$ cat config.mk
export PLATFORM = sky130hd
export DESIGN_NAME = irq_vector_ctrl
export DESIGN_NICKNAME = d
export VERILOG_FILES = /design/src/rtl/irq_pkg.sv /design/src/rtl/irq_flag_bank.sv /design/src/rtl/irq_prio_pick.sv /design/src/rtl/irq_vector_ctrl.sv
export SDC_FILE = /design/constraint.sdc
export NUM_CORES = 1
export LEC_CHECK = 0
export ABC_CLOCK_PERIOD_IN_PS = 2600
export BUFFER_PORTS_ARGS = -buffer_cell sky130_fd_sc_hd__buf_2
export CELL_PAD_IN_SITES_DETAIL_PLACEMENT = 0
export CELL_PAD_IN_SITES_GLOBAL_PLACEMENT = 1
export CORE_MARGIN = 10
export CORE_UTILIZATION = 30
export CTS_BUF_LIST = sky130_fd_sc_hd__clkbuf_16
export DETAILED_ROUTE_END_ITERATION = 6
export GPL_ROUTABILITY_DRIVEN = 0
export GPL_TIMING_DRIVEN = 0
export PLACE_DENSITY = 0.88
export SYNTH_ARGS = -nofsm -noshare
export SYNTH_HDL_FRONTEND = slang
export SYNTH_SLANG_ARGS = --single-unit
$ cat constraint.sdc
create_clock -name clk -period 2.6 [get_ports clk]
set_input_delay 0.13 -clock clk [delete_from_list [all_inputs] [get_ports clk]]
set_output_delay 0.13 -clock clk [all_outputs]
set_load 0.1 [all_outputs]
$ cat src/rtl/irq_pkg.sv
package irq_pkg;
    typedef enum logic [1:0] {
        ST_MASKED = 2'd0,
        ST_OPEN   = 2'd1,
        ST_HOLD   = 2'd2
    } gate_st_t;
endpackage

$ cat src/rtl/irq_flag_bank.sv
// Pending-flag storage for edge-type sources; level-type bits stay zero.
module irq_flag_bank #(
    parameter int          N_SRC      = 8,
    parameter logic [N_SRC-1:0] LEVEL_MASK = '0
) (
    input  logic             clk,
    input  logic             rst_n,
    input  logic [N_SRC-1:0] evt,
    input  logic             clr_wr,
    input  logic [N_SRC-1:0] clr_mask,
    input  logic [N_SRC-1:0] serve_oh,
    output logic [N_SRC-1:0] flag_q
);
    localparam logic [N_SRC-1:0] EDGE_MASK = ~LEVEL_MASK;

    logic [N_SRC-1:0] drop;
    logic [N_SRC-1:0] flag_d;

    always_comb begin
        drop   = serve_oh | (clr_wr ? clr_mask : '0);
        // a fresh event wins over a clear or a serve in the same cycle
        flag_d = ((evt | (flag_q & ~drop)) & EDGE_MASK);
    end

    always_ff @(posedge clk) begin
        if (!rst_n) flag_q <= '0;
        else        flag_q <= flag_d;
    end
endmodule

$ cat src/rtl/irq_prio_pick.sv
// Fixed-priority pick: lowest index wins.
module irq_prio_pick #(
    parameter int N_SRC = 8,
    localparam int IW   = $clog2(N_SRC)
) (
    input  logic [N_SRC-1:0] req,
    output logic             hit,
    output logic [IW-1:0]    idx,
    output logic [N_SRC-1:0] onehot
);
    always_comb begin
        idx = '0;
        for (int i = N_SRC - 1; i >= 0; i--) begin
            if (req[i]) idx = IW'(i);
        end
        hit    = |req;
        onehot = hit ? (N_SRC'(1) << idx) : '0;
    end
endmodule

$ cat src/rtl/irq_vector_ctrl.sv
module irq_vector_ctrl
    import irq_pkg::*;
#(
    parameter int               N_SRC      = 8,
    parameter logic [N_SRC-1:0] LEVEL_MASK = 8'hC0,
    parameter int               VEC_W      = 16,
    parameter logic [VEC_W-1:0] BOOT_BASE  = 16'hF000,
    localparam int              IW         = $clog2(N_SRC),
    localparam int              VN_W       = $clog2(N_SRC + 1)
) (
    input  logic             clk,
    input  logic             rst_n,
    input  logic [N_SRC-1:0] src_evt_i,
    input  logic [N_SRC-1:0] src_en_i,
    input  logic             boundary_i,
    input  logic             reti_i,
    input  logic             sei_i,
    input  logic             cli_i,
    input  logic             clr_wr_i,
    input  logic [N_SRC-1:0] clr_mask_i,
    input  logic             boot_sel_i,
    output logic             take_o,
    output logic [VN_W-1:0]  vec_num_o,
    output logic [VEC_W-1:0] vec_addr_o,
    output logic             gie_o,
    output logic [N_SRC-1:0] pend_o
);
    gate_st_t st_q, st_d;

    logic [N_SRC-1:0] flag_q;
    logic [N_SRC-1:0] req;
    logic [N_SRC-1:0] win_oh;
    logic [N_SRC-1:0] serve_oh;
    logic [IW-1:0]    win_idx;
    logic             win_hit;
    logic             can_take;
    logic [VN_W-1:0]  vnum_d;
    logic [VEC_W-1:0] vaddr_d;

    irq_flag_bank #(.N_SRC(N_SRC), .LEVEL_MASK(LEVEL_MASK)) u_flags (
        .clk      (clk),
        .rst_n    (rst_n),
        .evt      (src_evt_i),
        .clr_wr   (clr_wr_i),
        .clr_mask (clr_mask_i),
        .serve_oh (serve_oh),
        .flag_q   (flag_q)
    );

    // edge-type sources request from their flag, level-type from the live input
    assign req = src_en_i & (flag_q | (src_evt_i & LEVEL_MASK));

    irq_prio_pick #(.N_SRC(N_SRC)) u_pick (
        .req    (req),
        .hit    (win_hit),
        .idx    (win_idx),
        .onehot (win_oh)
    );

    assign can_take = (st_q == ST_OPEN) && boundary_i && !cli_i && !reti_i && win_hit;
    assign serve_oh = can_take ? win_oh : '0;

    // next-state logic of the global gate
    always_comb begin
        st_d = st_q;
        if (cli_i) begin
            st_d = ST_MASKED;                       // disable
        end else if (can_take) begin
            st_d = ST_MASKED;                       // take
        end else begin
            unique case (st_q)
                ST_MASKED: begin
                    if (reti_i)     st_d = ST_HOLD; // return
                    else if (sei_i) st_d = ST_OPEN; // enable
                end
                ST_OPEN: begin
                    if (reti_i)     st_d = ST_HOLD; // return
                end
                ST_HOLD: begin
                    if (boundary_i) st_d = ST_OPEN; // retire
                end
                default:            st_d = ST_MASKED;
            endcase
        end
    end

    // state register
    always_ff @(posedge clk) begin
        if (!rst_n) st_q <= ST_MASKED;
        else        st_q <= st_d;
    end

    always_comb begin
        vnum_d  = VN_W'(win_idx) + VN_W'(1);
        vaddr_d = (boot_sel_i ? BOOT_BASE : '0) + (VEC_W'(vnum_d) << 1);
    end

    // output register
    always_ff @(posedge clk) begin
        if (!rst_n) begin
            take_o     <= 1'b0;
            vec_num_o  <= '0;
            vec_addr_o <= '0;
        end else begin
            take_o <= can_take;
            if (can_take) begin
                vec_num_o  <= vnum_d;
                vec_addr_o <= vaddr_d;
            end
        end
    end

    assign gie_o  = (st_q != ST_MASKED);
    assign pend_o = flag_q;
endmodule

# Word-level counts from Yosys, hierarchy flattened
# Cells that the tools add are included.
[classes]
add_sub_neg = 2
eq_ne = 5
shifts = 1
mux = 17
n_bitwise = 7
reduce_logical = 11
[op_table]
columns = ["op", "n"]
rows = [
  ["$mux W3", 8],
  ["$mux W6", 3],
  ["$add A16 B5 Y16", 1],
  ["$mux W16", 1],
  ["$or A6 B6 Y6", 2],
  ["$and A8 B8 Y8", 1],
  ["$mux W2", 4],
  ["$or A6 B8 Y8", 1],
  ["$reduce_or A8 Y1", 1],
  ["$and A6 B6 Y6", 1],
  ["$not A6 Y6", 1],
  ["$pmux W2 S3", 1],
  ["$shl A1 B3 Y6 const A", 1],
  ["$add A3 B1 Y4 const B", 1],
  ["$logic_and A1 B1 Y1", 4],
  ["$ne A2 B2 Y1 const B", 2],
  ["$ne A3 B3 Y1 const B", 1],
  ["$reduce_and A3 Y1", 1],
  ["$reduce_or A3 Y1", 1],
  ["$eq A2 B1 Y1 const B", 1],
  ["$eq A2 B2 Y1 const B", 1],
  ["$logic_not A1 Y1", 2],
  ["$logic_not A2 Y1", 1],
  ["$reduce_bool A2 Y1", 1],
  ["$not A1 Y1", 1],
]
[word_totals]
register_bits = 29
input_bits = 32

# Longest topological paths before layout
[logic_depth]
depth_word = 17
mapped_depth = 8
depth_no_buf = 8

# Cells and area by module
# Synthesis repeated with hierarchy kept, for this count alone.
[hier_totals]
cells_unflattened = 124
area_unflattened_um2 = 989.7
[modules_own_cells]
columns = ["module", "instances", "cells_each", "area_each_um2"]
rows = [
  ["irq_vector_ctrl", 1, 72, 596.8],
  ["irq_flag_bank", 1, 27, 251.5],
  ["irq_prio_pick", 1, 25, 141.4],
]

# Least setup slack after synthesis
# No wires, ideal clock.
[synth_timing]
kind = "flip-flop to flip-flop"
startpoint = "register u_flags.flag_q[3]"
endpoint = "register vec_num_o[2]"
setup_time_ns = 0.061
arrival_ns = 2.168
required_ns = 2.539
setup_slack_ns = 0.371
stages_incl_launch_ff = 9
synth_period_minus_slack_ns = 2.229
cell_sequence = "dfxtp_1 and2_1 o21ai_0 o21ai_0 inv_1 nor2_1 ha_1 nand2_1 o211a_1"
[synth_via]
elab_chain_len = 7
[synth_lines]
columns = ["item", "line", "text"]
rows = [
  ["start, declared", "irq_flag_bank.sv:12", "output logic [N_SRC-1:0] flag_q"],
  ["start signal, assigned", "irq_flag_bank.sv:27", "else flag_q <= flag_d;"],
  ["$or A6 B8 Y8 *", "irq_vector_ctrl.sv:51", "assign req = src_en_i & (flag_q | (src_evt_i & LEVEL_MASK));"],
  ["$and A8 B8 Y8 *", "irq_vector_ctrl.sv:51", ""],
  ["$mux W3 (4 in series)", "irq_prio_pick.sv:14", "if (req[i]) idx = IW'(i);"],
  ["$add A3 B1 Y4", "irq_vector_ctrl.sv:94", "vnum_d = VN_W'(win_idx) + VN_W'(1);"],
  ["end signal, assigned", "irq_vector_ctrl.sv:107", "vec_num_o <= vnum_d;"],
  ["end, declared", "irq_vector_ctrl.sv:23", "output logic [VN_W-1:0] vec_num_o,"],
]
# Every way passes the cells marked *; elsewhere a longest branch is shown, timed or not.
# A chain may end at the register's enable or synchronous reset.

# Worst setup path after layout
[layout_timing]
startpoint = "register u_flags.flag_q[2]"
endpoint = "register u_flags.flag_q[3]"
[layout_via]
elab_chain_len = 12
[layout_lines]
columns = ["item", "line", "text"]
rows = [
  ["$or A6 B8 Y8 *", "irq_vector_ctrl.sv:51", ""],
  ["$and A8 B8 Y8 *", "irq_vector_ctrl.sv:51", ""],
  ["$mux W3 (3 in series)", "irq_prio_pick.sv:14", ""],
  ["$shl A1 B3 Y6", "irq_prio_pick.sv:17", "onehot = hit ? (N_SRC'(1) << idx) : '0;"],
  ["$mux W6", "irq_prio_pick.sv:17", ""],
  ["$mux W6 *", "irq_vector_ctrl.sv:61", "assign serve_oh = can_take ? win_oh : '0;"],
  ["$or A6 B6 Y6 *", "irq_flag_bank.sv:20", "drop = serve_oh | (clr_wr ? clr_mask : '0);"],
  ["$not A6 Y6 *", "irq_flag_bank.sv:22", "flag_d = ((evt | (flag_q & ~drop)) & EDGE_MASK);"],
  ["$and A6 B6 Y6 *", "irq_flag_bank.sv:22", ""],
  ["$or A6 B6 Y6 *", "irq_flag_bank.sv:22", ""],
]
# Marked as above.

==> out/results.txt <==
Status = finished clean
Distinct cell type count after synthesis = 34
Fraction of layout cells with a size suffix above 1 = 45.1%
I/O Pins = 62
Worst setup SP type = flop
CP arrival = 1.93 ns
Pin count of the biggest net entering global routing = 11
Post-CTS Hold Buffers = 0
Worst Path Required = 2.73 ns
CTS tree = yes
Worst VDD drop = 0.000250 V
Warnings, synthesis = 0
Flop pwr share = 30.5%
Critical Path Fanout Max = 4
Drt total wl = 2830 microns
Clk buf depth = 2
Detailed Route Iter0 Violations = 16
Initial antenna violation count = 0
Post-CTS setup buffer count = 0
DIE AREA = 5650 sq um
Fill count = 290
Final setup margin = 0.804 ns
Final ANT Viol Nets = 0
Cell Rows = 19
Hold Path Class = in -> reg
Max-Cap Viols = 0
Post-synthesis register bit count = 14
Inserted Clock Buffers = 3
# resized after CTS = 0
Netlist Area Pre-Place = 913 sq um
Starting Density = 32.3%
Post-synth EDFFs = 0
CP max stage cell = dfxtp_1
Sequential cell area fraction in the yosys report = 30.7%
CP max stage delay = 0.36 ns
Clock slew at reported path FFs = 0.05 ns
TNS Setup = 0 ns
Setup Viol. Count Final = 0
Fmax = 557 MHz
DP Wirelength = 2380 microns
Synthesized instance count = 111
Pwr Density = 585 nW/um^2
Iteration count of the initial detailed-routing pass = 4
H-Tree Depth = 1
RSZ-0062 raised after global routing = false
Synth-to-layout area growth = 43.4%
Pleak = 0.736 nW
Max Clock Skew = 0.00158 ns
Port bufs = 49
Vias in the first global route = 983
Global route total overflow = 0
Pre-CTS setup slack = 0.831 ns
Die width = 75.2 microns
Average wire per standard cell = 13.9 microns
Max Slew Vio Count = 0
First-pass GRT wire length = 4470 microns
Hold Vio Cnt, Final = 0
Switch share = 36.1%
Pint = 0.490 mW
Synth Area per Inst = 8.23 sq um
Comb pwr share = 31.7%
Core area = 2830 sq um
DRC = 0
# diodes = 0
Area taken by multi-input logic gates = 517 sq um
Die Ht = 75.2 microns
Final min period = 1.80 ns
Vias per inst = 4.66
Setup CP Type = reg -> reg
Sink Count = 14
Top_reg_cell synth = dfxtp_1
Clock network fraction of total power = 37.8%
Ys async rst share = 0%
Nets = 209
Crit path top cell by count = o21ai_0
Final worst path period share = 69.1%
Cell Chain, Critical Path = a22oi_4, o21ai_0, o21ai_0, inv_1, nor2_1, ha_1, a21oi_1, o21a_1
Gr usage total = 10.0%
Clock latency on the worst-skew pair = 0.24 ns
Sw power = 0.277 mW
CP Capture Type = flop
Vias = 951
Register area = 280 sq um
Clk root buf = clkbuf_16
## cells in the final DEF, fill, tap and decap left out, types with 2 or more instances in the layout
cell and count:
buf_4 17, o211a_1 2, a21oi_1 3, ha_1 3
o21ai_0 5, dfxtp_1 14, nand2_1 22, buf_2 49
mux2i_1 3, a31oi_1 5, inv_1 2, nand3_1 2
clkbuf_16 3, conb_1 10, o21a_1 6, nor2_1 5
nor2b_1 2
## worst max-delay path: cells and delay by family (launching register included)
kind / cells / cell delay [ns]
adders and majority gates: 1 / 0.15
and+or+nand+nor: 1 / 0.13
AOI/OAI and AO/OA: 5 / 0.93
DFF: 1 / 0.36
buffers and inverters: 1 / 0.13
## final timing paths
kind                      from                 to  slack (ns)  cells past startpoint
max          u_flags.flag_q[2]  u_flags.flag_q[3]        0.80                      8
min               src_evt_i[5]  u_flags.flag_q[5]         0.1                      2
max reg2reg  u_flags.flag_q[2]  u_flags.flag_q[3]        0.80                      8
min reg2reg      vec_addr_o[4]      vec_addr_o[4]        0.48                      2
## cell usage after synthesis (2+ instances only)
cell type   n  area [sq um]
nand2_1    22          82.6
buf_4      17           128
dfxtp_1    14           280
o21a_1      6          45.0
a31oi_1     5          31.3
nor2_1      5          18.8
o21ai_0     5          25.0
a21oi_1     3          15.0
ha_1        3          37.5
mux2i_1     3          30.0
inv_1       2          7.51
nand3_1     2          10.0
nor2b_1     2          12.5
o211a_1     2          20.0
## state kept, by name, indices dropped and copies added (netlist names)
signal          cells
take_o              1
vec_num_o           3
st_q                2
vec_addr_o          2
u_flags.flag_q      6
## cell type report
type	instances	share of cell area, %
timing repair buffer	49	18.7
clock buffer	3	5.73
sequential	14	21.4
tap	31	2.96
multi-input combinational	85	39.4
clock inverter	1	0.287
inverter	2	0.573
buffer	19	10.9
## power groups by stage
stage	Combinational, mW	Clock (mW)	Sequential [mW]
finish	0.243	0.290	0.234
detailed placement	0.242	0	0.238
global route	0.260	0.308	0.235
floorplan	0.143	0	0.286
global placement	0.240	0	0.237
CTS	0.243	0.297	0.234
## cells by family after synthesis
family / after synthesis / synth area share (%)
AOI/OAI and AO/OA: 27 / 21.9
DFF: 14 / 30.7
other: 1 / 0.411
buffers and inverters: 21 / 16.4
muxes: 3 / 3.29
and+or+nand+nor: 42 / 23.2
adders and majority gates: 3 / 4.11
## per-stage QoR
step                area, sq um  hold WS (ns)  utilization, %  total power, mW  std cells
floorplan                   947         0.254               -            0.429        120
global placement           1230         0.341            43.5            0.477        200
detailed placement         1230         0.343            43.5            0.480        200
CTS                        1310        0.0946            46.3            0.773        204
global route               1310         0.101            46.3            0.803        204
finish                     1310        0.0981            46.3            0.766        204
## layer usage
layer / up-vias / part of all wire, % / GRT usage, %
met5: - / 0 / 0
met2: 40 / 47 / 17.4
li1: 485 / - / -
met1: 422 / 38 / 10.5
met4: 0 / 1.3 / 2.68
met3: 4 / 14 / 4.99
Note: power is estimated with default switching activity, not from simulation.
